### config.mk
export PLATFORM = sky130hd
export DESIGN_NAME = mrt_channel
export DESIGN_NICKNAME = d
export VERILOG_FILES = /design/src/rtl/mrt_pkg.sv /design/src/rtl/mrt_edge_qual.sv /design/src/rtl/mrt_src_sel.sv /design/src/rtl/mrt_counter.sv /design/src/rtl/mrt_channel.sv
export SDC_FILE = /design/constraint.sdc
export NUM_CORES = 1
export LEC_CHECK = 0
export BUFFER_PORTS_ARGS = -buffer_cell sky130_fd_sc_hd__buf_4
export CAP_MARGIN = 0
export CORE_MARGIN = 4
export CORE_UTILIZATION = 59
export CTS_CLUSTER_SIZE = 14
export DETAILED_ROUTE_END_ITERATION = 8
export PLACE_DENSITY = 0.87
export RECOVER_POWER = 50
export SETUP_SLACK_MARGIN = 0.15
export SLEW_MARGIN = 10
export SYNTH_ARGS = -nofsm -noshare
export SYNTH_HDL_FRONTEND = slang
export SYNTH_SLANG_ARGS = --single-unit
### constraint.sdc
create_clock -name clk -period 2.5 [get_ports clk]
set_input_delay 0.125 -clock clk [delete_from_list [all_inputs] [get_ports clk]]
set_output_delay 0.125 -clock clk [all_outputs]
set_load 0.02 [all_outputs]
### src/rtl/mrt_pkg.sv
package mrt_pkg;

    typedef enum logic [1:0] {
        MODE_TIMER   = 2'b00,
        MODE_EVENT   = 2'b01,
        MODE_MEASURE = 2'b10,
        MODE_RSVD    = 2'b11
    } mode_e;

    typedef enum logic [1:0] {
        EDGE_FALL     = 2'b00,
        EDGE_RISE     = 2'b01,
        EDGE_BOTH     = 2'b10,
        EDGE_BOTH_ALT = 2'b11
    } edge_e;

    typedef struct packed {
        logic rise;
        logic fall;
    } edges_t;

    typedef struct packed {
        logic cnt_en;
        logic meas_edge;
    } ctl_t;

    // Reserved encoding falls back to timer behaviour
    function automatic mode_e resolve_mode(input logic [1:0] m);
        return (m == 2'b11) ? MODE_TIMER : mode_e'(m);
    endfunction

    function automatic logic qual_edge(input edge_e s, input logic r, input logic f);
        case (s)
            EDGE_FALL: return f;
            EDGE_RISE: return r;
            default:   return r | f;
        endcase
    endfunction

endpackage

### src/rtl/mrt_edge_qual.sv
module mrt_edge_qual
    import mrt_pkg::*;
#(
    parameter int SYNC_STAGES = 2
) (
    input  logic   clk,
    input  logic   rst,
    input  logic   pin_i,
    output edges_t edges_o
);
    logic [SYNC_STAGES:0] sh_q;

    always_ff @(posedge clk) begin
        if (rst) sh_q <= '0;
        else     sh_q <= {sh_q[SYNC_STAGES-1:0], pin_i};
    end

    always_comb begin
        edges_o.rise = sh_q[SYNC_STAGES-1] & ~sh_q[SYNC_STAGES];
        edges_o.fall = ~sh_q[SYNC_STAGES-1] & sh_q[SYNC_STAGES];
    end

    // Rise and fall cannot occur together
    AST_EDGE_EXCLUSIVE: assert property (@(posedge clk) disable iff (rst)
        !(edges_o.rise && edges_o.fall));

endmodule

### src/rtl/mrt_src_sel.sv
module mrt_src_sel
    import mrt_pkg::*;
#(
    parameter int NUM_TAPS = 4,
    parameter int SEL_W    = 2
) (
    input  logic                clk,
    input  logic                rst,
    input  mode_e               mode_i,
    input  logic [SEL_W-1:0]    clk_sel_i,
    input  edge_e               esel_i,
    input  logic [NUM_TAPS-1:0] tick_i,
    input  edges_t              edges_i,
    input  logic                cascade_i,
    output ctl_t                ctl_o
);
    logic tap_hit;
    logic pin_evt;

    always_comb begin
        tap_hit = tick_i[clk_sel_i];
        pin_evt = qual_edge(esel_i, edges_i.rise, edges_i.fall);
        ctl_o   = '0;
        case (mode_i)
            MODE_EVENT: begin
                ctl_o.cnt_en = clk_sel_i[SEL_W-1] ? cascade_i : pin_evt;
            end
            MODE_MEASURE: begin
                ctl_o.cnt_en    = tap_hit;
                ctl_o.meas_edge = pin_evt;
            end
            default: begin
                ctl_o.cnt_en = tap_hit;
            end
        endcase
    end

    // Capture edges exist only in measurement mode
    AST_NO_STRAY_CAPTURE: assert property (@(posedge clk) disable iff (rst)
        (mode_i != MODE_MEASURE) |-> !ctl_o.meas_edge);

endmodule

### src/rtl/mrt_counter.sv
module mrt_counter
    import mrt_pkg::*;
#(
    parameter int CNT_W  = 16,
    parameter int BUS_W  = 8,
    parameter int LANE_W = 1
) (
    input  logic              clk,
    input  logic              rst,
    input  mode_e             mode_i,
    input  logic              start_i,
    input  ctl_t              ctl_i,
    input  logic              wr_i,
    input  logic [LANE_W-1:0] lane_i,
    input  logic [BUS_W-1:0]  wdata_i,
    output logic [CNT_W-1:0]  cnt_o,
    output logic [CNT_W-1:0]  cap_o,
    output logic              ovf_o,
    output logic              irq_o
);
    localparam int LANES = CNT_W / BUS_W;
    localparam logic [CNT_W-1:0] ONE = {{(CNT_W-1){1'b0}}, 1'b1};

    logic [CNT_W-1:0] cnt_q, cap_q, reload_q, reload_nxt;
    logic ovf_q, irq_q;

    for (genvar l = 0; l < LANES; l++) begin : g_lane
        assign reload_nxt[l*BUS_W +: BUS_W] =
            (wr_i && lane_i == LANE_W'(l)) ? wdata_i : reload_q[l*BUS_W +: BUS_W];
    end

    always_ff @(posedge clk) begin
        if (rst) begin
            cnt_q    <= '0;
            cap_q    <= '0;
            reload_q <= '0;
            ovf_q    <= 1'b0;
            irq_q    <= 1'b0;
        end else begin
            reload_q <= reload_nxt;
            ovf_q    <= 1'b0;
            irq_q    <= 1'b0;
            if (!start_i) begin
                if (wr_i) cnt_q <= reload_nxt;
            end else if (mode_i == MODE_MEASURE) begin
                if (ctl_i.meas_edge) begin
                    cap_q <= cnt_q;
                    cnt_q <= '0;
                    irq_q <= 1'b1;
                end else if (ctl_i.cnt_en) begin
                    cnt_q <= cnt_q + ONE;
                    if (cnt_q == '1) ovf_q <= 1'b1;
                end
            end else if (ctl_i.cnt_en) begin
                if (cnt_q == '0) begin
                    cnt_q <= reload_q;
                    ovf_q <= 1'b1;
                    irq_q <= 1'b1;
                end else begin
                    cnt_q <= cnt_q - ONE;
                end
            end
        end
    end

    assign cnt_o = cnt_q;
    assign cap_o = cap_q;
    assign ovf_o = ovf_q;
    assign irq_o = irq_q;

    AST_RESET_CLEAR: assert property (@(posedge clk)
        rst |=> (cnt_q == '0 && cap_q == '0 && reload_q == '0 && !ovf_q && !irq_q));

    AST_HOLD_STOPPED: assert property (@(posedge clk) disable iff (rst)
        (!start_i && !wr_i) |=> $stable(cnt_q));

    AST_DEC_ONE: assert property (@(posedge clk) disable iff (rst)
        (start_i && mode_i != MODE_MEASURE && ctl_i.cnt_en && cnt_q != '0)
        |=> (cnt_q == $past(cnt_q) - ONE && !ovf_q));

    AST_UNDERFLOW_RELOAD: assert property (@(posedge clk) disable iff (rst)
        (start_i && mode_i != MODE_MEASURE && ctl_i.cnt_en && cnt_q == '0)
        |=> (cnt_q == $past(reload_q) && ovf_q && irq_q));

    AST_CAPTURE_CLEAR: assert property (@(posedge clk) disable iff (rst)
        (start_i && mode_i == MODE_MEASURE && ctl_i.meas_edge)
        |=> (cnt_q == '0 && cap_q == $past(cnt_q) && irq_q && !ovf_q));

    AST_MEAS_WRAP: assert property (@(posedge clk) disable iff (rst)
        (start_i && mode_i == MODE_MEASURE && !ctl_i.meas_edge && ctl_i.cnt_en && cnt_q == '1)
        |=> (cnt_q == '0 && ovf_q && !irq_q));

endmodule

### src/rtl/mrt_channel.sv
module mrt_channel
    import mrt_pkg::*;
#(
    parameter int CNT_W       = 16,
    parameter int BUS_W       = 8,
    parameter int NUM_TAPS    = 4,
    parameter int SYNC_STAGES = 2,
    parameter int ADDR_W      = $clog2(CNT_W / BUS_W),
    parameter int SEL_W       = $clog2(NUM_TAPS)
) (
    input  logic                clk,
    input  logic                rst,
    input  logic [1:0]          mode_i,
    input  logic [SEL_W-1:0]    clk_sel_i,
    input  logic [1:0]          edge_sel_i,
    input  logic                start_i,
    input  logic [NUM_TAPS-1:0] tick_i,
    input  logic                pin_i,
    input  logic                cascade_i,
    input  logic                bus_wr_i,
    input  logic [ADDR_W-1:0]   bus_addr_i,
    input  logic [BUS_W-1:0]    bus_wdata_i,
    output logic [BUS_W-1:0]    bus_rdata_o,
    output logic                ovf_o,
    output logic                irq_o
);
    localparam int LANES = CNT_W / BUS_W;

    mode_e            mode;   // mode 11 folded into timer
    edges_t           edges;
    ctl_t             ctl;
    logic [CNT_W-1:0] cnt, cap, rd_val;

    assign mode = resolve_mode(mode_i);

    mrt_edge_qual #(.SYNC_STAGES(SYNC_STAGES)) u_edge (
        .clk     (clk),
        .rst     (rst),
        .pin_i   (pin_i),
        .edges_o (edges)
    );

    mrt_src_sel #(.NUM_TAPS(NUM_TAPS), .SEL_W(SEL_W)) u_sel (
        .clk       (clk),
        .rst       (rst),
        .mode_i    (mode),
        .clk_sel_i (clk_sel_i),
        .esel_i    (edge_e'(edge_sel_i)),
        .tick_i    (tick_i),
        .edges_i   (edges),
        .cascade_i (cascade_i),
        .ctl_o     (ctl)
    );

    mrt_counter #(.CNT_W(CNT_W), .BUS_W(BUS_W), .LANE_W(ADDR_W)) u_cnt (
        .clk     (clk),
        .rst     (rst),
        .mode_i  (mode),
        .start_i (start_i),
        .ctl_i   (ctl),
        .wr_i    (bus_wr_i),
        .lane_i  (bus_addr_i),
        .wdata_i (bus_wdata_i),
        .cnt_o   (cnt),
        .cap_o   (cap),
        .ovf_o   (ovf_o),
        .irq_o   (irq_o)
    );

    // Read source: capture in measurement mode, live count otherwise
    assign rd_val = (mode == MODE_MEASURE) ? cap : cnt;

    always_comb begin
        bus_rdata_o = '0;
        for (int l = 0; l < LANES; l++) begin
            if (bus_addr_i == ADDR_W'(l)) bus_rdata_o = rd_val[l*BUS_W +: BUS_W];
        end
    end

    AST_IRQ_WITH_OVF: assert property (@(posedge clk) disable iff (rst)
        (ovf_o && !irq_o) |-> $past(mode == MODE_MEASURE));

endmodule

**Word-level counts from Yosys, hierarchy flattened**

Cells that the tools add are included.

- $add $sub $neg: 2
- Bitwise operators: 7
- Multiplexer cells: 26
- Order comparisons: 1
- Reduce and logical (&&, ||, !) cells: 8
- Eq/ne operators: 7

Operators with widths:

| operator | number |
|---|---|
| $mux W16 | 8 |
| $mux W8 | 3 |
| $add A16 B1 Y16 const B | 1 |
| $eq A16 B16 Y1 const B | 1 |
| $logic_not A16 Y1 | 1 |
| $sub A16 B1 Y16 const B | 1 |
| $mux W1 | 12 |
| $ne A3 B1 Y1 const B | 2 |
| $reduce_and A3 Y1 | 2 |
| $eq A2 B1 Y1 const B | 2 |
| $eq A2 B2 Y1 const B | 2 |
| $not A1 Y1 | 4 |
| $lt A2 B3 Y1 const B | 1 |
| $and A1 B1 Y1 | 2 |
| $bmux W1 S2 | 1 |
| $logic_and A1 B1 Y1 | 2 |
| $logic_not A2 Y1 | 1 |
| $mux W2 | 1 |
| $pmux W1 S2 | 1 |
| $reduce_bool A2 Y1 | 1 |
| $reduce_or A2 Y1 | 1 |
| $or A1 B1 Y1 | 1 |

- Output and inout bits: 10
- Logic and storage cells: 57
- Input bits: 25
- Flip-flop bits (word level): 53

**Logic depth before layout (Yosys ltp)**

- Depth in word-level cells: 10
- Gate-level depth with buffers: 10
- Gate-level depth less buffers: 8

**Cells and area by module**

From an unflattened synthesis, not the netlist that was laid out.

- Cell total of the unflattened synthesis: 406
- Area total of the unflattened synthesis: 3410.8 um^2

By module, submodules not included:

| module | instances | area each (um^2) | cells each | seq. area each (um^2) |
|---|---|---|---|---|
| mrt_counter | 1 | 3020.4 | 377 | 1001.0 |
| mrt_channel | 1 | 217.7 | 12 | 0.0 |
| mrt_edge_qual | 1 | 91.3 | 8 | 60.1 |
| mrt_src_sel | 1 | 81.3 | 9 | 0.0 |

**Worst setup path after synthesis**

Ideal clock, no wire load.

- Path type: register to register
- Start: register u_cnt.cnt_q[0] (netlist: u_cnt.cnt_o[0])
- End: register u_cnt.cnt_q[14] (netlist: u_cnt.cnt_o[14])
- Clock period less this slack: 2.275 ns
- Stages on the path, launching flop included: 11
- Buffers on the path: 2
- Arrival time: 2.158 ns
- Library setup time: 0.117 ns
- Path slack: 0.225 ns
- Path through: dfxtp_1 clkbuf_1 inv_1 ha_1 or3b_2 nand4b_1 buf_2 o21a_1 o211ai_1 o211ai_1 a22o_1

- Word-level cells in the longest chain between the ends: 5
- Elaborated cells on any way between the ends: 9
- Those cells by class: add/sub (2); mux (6); reduce/logical (1)

RTL lines:

| element | RTL line | RTL |
|---|---|---|
| start: declaration | mrt_counter.sv:24 | `logic [CNT_W-1:0] cnt_q, cap_q, reload_q, reload_nxt;` |
| start signal: assignment | mrt_counter.sv:44 | `if (wr_i) cnt_q <= reload_nxt;` |
| start signal: assignment | mrt_counter.sv:51 | `cnt_q <= cnt_q + ONE;` |
| start signal: assignment | mrt_counter.sv:56 | `cnt_q <= reload_q;` |
| $sub A16 B1 Y16, or another cell as far along | mrt_counter.sv:60 | `cnt_q <= cnt_q - ONE;` |
| $mux W16 (on tied branches) | mrt_counter.sv:55, mrt_counter.sv:50 |  |
| $mux W16 (on tied branches) | mrt_counter.sv:54, mrt_counter.sv:46 |  |
| $mux W16 * | mrt_counter.sv:45 | `end else if (mode_i == MODE_MEASURE) begin` |
| $mux W16 * | mrt_counter.sv:43 | `if (!start_i) begin` |

Mark *: on every way between the ends. The rest lies on a longest branch, timed or not. The select of a mux whose other input is x is not followed.
A chain may end at the register's enable or synchronous reset.

**Worst setup path in the final report**

- Start: register u_cnt.cnt_q[2] (netlist: u_cnt.cnt_o[2])
- End: register u_cnt.cnt_q[11] (netlist: u_cnt.cnt_o[11])

Same word-level chain as after synthesis.

==> key figures <==
Timing
  • # setup viols final: 0
  • Tmin final: 2.245 ns
  • WHS: 0.02840 ns
  • Max Clk Rate: 445.4 MHz
  • Setup ws final: 0.2547 ns
  • RSZ-0062 raised after global routing: false
  • Tcrit/Tclk final: 89.81%
  • Endpoints failing hold: 0
  • Clk_skew: 0.01013 ns
  • Slew Viols, Final: 0
  • Worst Tran Pin Value: 1.164 ns
  • Slew Limit Headroom: 22.40%
  • Post-Route Setup TNS: 0 ns

Clock network
  • CTS tree: done
  • Clock-pin slew on the worst setup and hold paths: 0.10 ns
  • Root Buffer: clkbuf_8
  • Clk sinks: 53
  • Clock latency on the worst-skew pair: 0.32 ns
  • CTS Buffer Depth: 2
  • Total CTS buffers: 5
  • CTS H-Tree Depth: 2

Cells and area
  • Area grow syn2layout: 13.08%
  • Register area: 1062 um2
  • ANT cells: 0
  • Area taken by multi-input logic gates: 2223 um2
  • Nets@finish: 497
  • Fillers: 455
  • Share of layout cells above drive strength 1: 18.80%

Route
  • Via/cell ratio: 6.550
  • Uppermost layer routed: met4
  • Via count: 3537
  • DRC violation count after routing: 0
  • Iteration-0 DRC Markers: 452
  • Drt wl/cell: 19.42 um
  • Final wirelength: 10490 um
  • Pre-antenna DRT Iters: 6
  • Post-route ant nets: 0
  • Met3 wire length: 988 um
  • WL met2: 4734 um
  • M1 WL: 4487 um

Yosys
  • Mapped Cells: 438
  • Yosys warns: 0
  • Largest area contributor in the netlist: dfxtp_1
  • Synth cell count leaders: 67 x nand2_1, 53 x dfxtp_1, 42 x a21oi_1
  • Synth top area cells: dfxtp_1 30%, nand2_1 7.2%, a21oi_1 6.0%, mux2i_1 5.5%, mux4_2 5.2%
  • Post-synth EDFFs: 0
  • Post-synth ARST share: 0%
  • #FFs+latches synth: 53
  • Syn nets: 468
  • Post-synthesis sequential area ratio: 30.48%
  • Post-Syn Area: 3481 um2
  • Primary FF master, synth: dfxtp_1
  • Yosys top cell area share: 30.48%
  • Synth unique cells: 61
  • Count leader, synth: nand2_1
  • Avg Inst Size Synth: 7.947 um2

Critical path
  • Setup CP Type: reg2reg
  • Critical Path Sink Type: flip-flop
  • Crit path max fanout: 8
  • Startpoint Class: flip-flop
  • CP arrival: 2.46 ns
  • Crit path required time: 2.71 ns

Floorplan
  • Core area: 5608 um2
  • I/O pins: 35
  • Initial Utilization: 62.07%
  • Die Y: 84.81 um
  • Die area: 7193 um2
  • Die width: 84.81 um
  • Row count: 27

Placed design
  • DPL Wire Length: 7680 um
  • Gp weighted congestion: 1.011
  • IO Port Bufs: 34
  • Place WS: 0.2739 ns

Power
  • Sequential Power Share: 40.6%
  • Psw: 0.8521 mW
  • PD cells: 596.0 nW/um2
  • Switching Fraction: 36.32%
  • Clock power share: 22.8%
  • P_int: 1.494 mW
  • Comb power frac: 36.5%
  • LEAKAGE: 1.519 nW
  • Max VDD drop: 0.5015 mV

GRT
  • Grt total ovfl: 0
  • Vias in the first global route: 3320
  • Largest net degree at the start of global routing: 54
  • GRT Util Overall: 29.67%
  • Global-route wire length before repair: 17020 um
  • Antenna violations before repair: 0

Job
  • Max-cap viol count: 0

Hold path
  • Min-delay worst type: in2reg

Run status
  • Status: completed
-- power by group through the flow --
| stage | Combinational [mW] | Clock [mW] | Sequential (mW) |
|---|---|---|---|
| floorplan | 0.605 | 0 | 0.936 |
| global placement | 0.816 | 0 | 0.967 |
| detailed placement | 0.823 | 0 | 0.968 |
| CTS | 0.829 | 0.540 | 0.949 |
| global route | 0.923 | 0.573 | 0.959 |
| finish | 0.857 | 0.535 | 0.953 |
-- what timing repair did --
action,in CTS,in global routing
setup buffers,0,2
gates resized for setup,0,8
hold buffers,0,0
endpoints found under the setup margin,0,20
-- metal layers --
metal,global-route usage (%),up-vias
li1,-,1637
met1,41.31,1658
met2,45.41,211
met3,7.087,31
met4,9.784,0
met5,0,-
-- flip-flops by register name (all words and copies together), names as in the netlist --
register,flops
u_cnt.cap_o,16
u_cnt.reload_q,16
u_cnt.ovf_o,1
u_cnt.cnt_o,16
u_edge.sh_q,3
u_cnt.irq_o,1
-- final cells by class --
class / instances / share of cell area [%]
clock buffer: 6 / 2.098
clock inverter: 2 / 0.4132
inverter: 9 / 0.8582
multi-input combinational: 336 / 56.48
sequential: 53 / 26.99
tap: 72 / 2.289
timing repair buffer: 62 / 10.87
-- cells by family (layout without fill, tap and decap cells) --
group,Yosys count,in the layout,share of synthesized area [%]
mux,31,31,11.93
xor+xnor,17,17,4.277
fa+ha+maj,5,5,1.797
buf+inv,49,79,5.931
compound gates,100,100,18.12
simple gates,183,183,27.46
flops,53,53,30.48
-- worst max-delay path, cell delays in order, from the launching register on --
cell and delay [ns]:
dfxtp_1 0.41, or4_4 0.63, nor4_4 0.31, a21oi_1 0.09, nor3b_1 0.16, o31a_1 0.27, a211o_1 0.26
-- stage by stage --
stage,cells,util [%],instance area (um2),power (mW)
floorplan,438,-,3481,1.541
global placement,530,68.63,3849,1.783
detailed placement,530,68.63,3849,1.791
CTS,538,70.39,3948,2.318
global route,540,70.19,3936,2.455
finish,540,70.19,3936,2.346
-- placed cells by master, fill, tap and decap left out, types with 2 or more instances in the layout --
cell / synthesis / routed
nand3_1: 27 / 27
nand2_1: 67 / 66
nor4_1: 4 / 4
a211oi_1: 4 / 4
nand4_1: 7 / 7
o21a_1: 2 / 2
buf_4: 0 / 50
nand3b_1: 2 / 2
and4_1: 3 / 3
nor2_1: 31 / 30
a31oi_1: 5 / 5
nor3_1: 8 / 8
nand2b_1: 5 / 5
ha_1: 5 / 4
mux4_2: 8 / 8
o221ai_1: 4 / 4
o211ai_1: 4 / 4
o21ai_0: 18 / 17
nor4_4: 2 / 2
a21oi_1: 42 / 42
o2111ai_1: 3 / 3
clkbuf_1: 29 / 11
and3_1: 4 / 4
nor3b_1: 2 / 2
mux2i_1: 19 / 19
or4b_2: 2 / 2
nor2b_1: 6 / 6
xnor2_1: 7 / 7
o41ai_1: 3 / 3
o221a_2: 3 / 3
mux2_2: 4 / 4
nor4b_1: 2 / 2
inv_1: 8 / 7
dfxtp_1: 53 / 52
clkbuf_8: 0 / 6
xor2_1: 10 / 10
-- path summary, 6_finish.rpt --
| kind | startpoint | endpoint | slack (ns) | cells past startpoint |
|---|---|---|---|---|
| min reg2reg | u_edge.sh_q[0] | u_edge.sh_q[1] | 0.46 | 1 |
| max reg2reg | u_cnt.cnt_o[2] | u_cnt.cnt_o[11] | 0.25 | 6 |
| min | pin_i | u_edge.sh_q[0] | 0.03 | 2 |
| max | u_cnt.cnt_o[2] | u_cnt.cnt_o[11] | 0.25 | 6 |
Note: power is estimated with default switching activity, not from simulation.
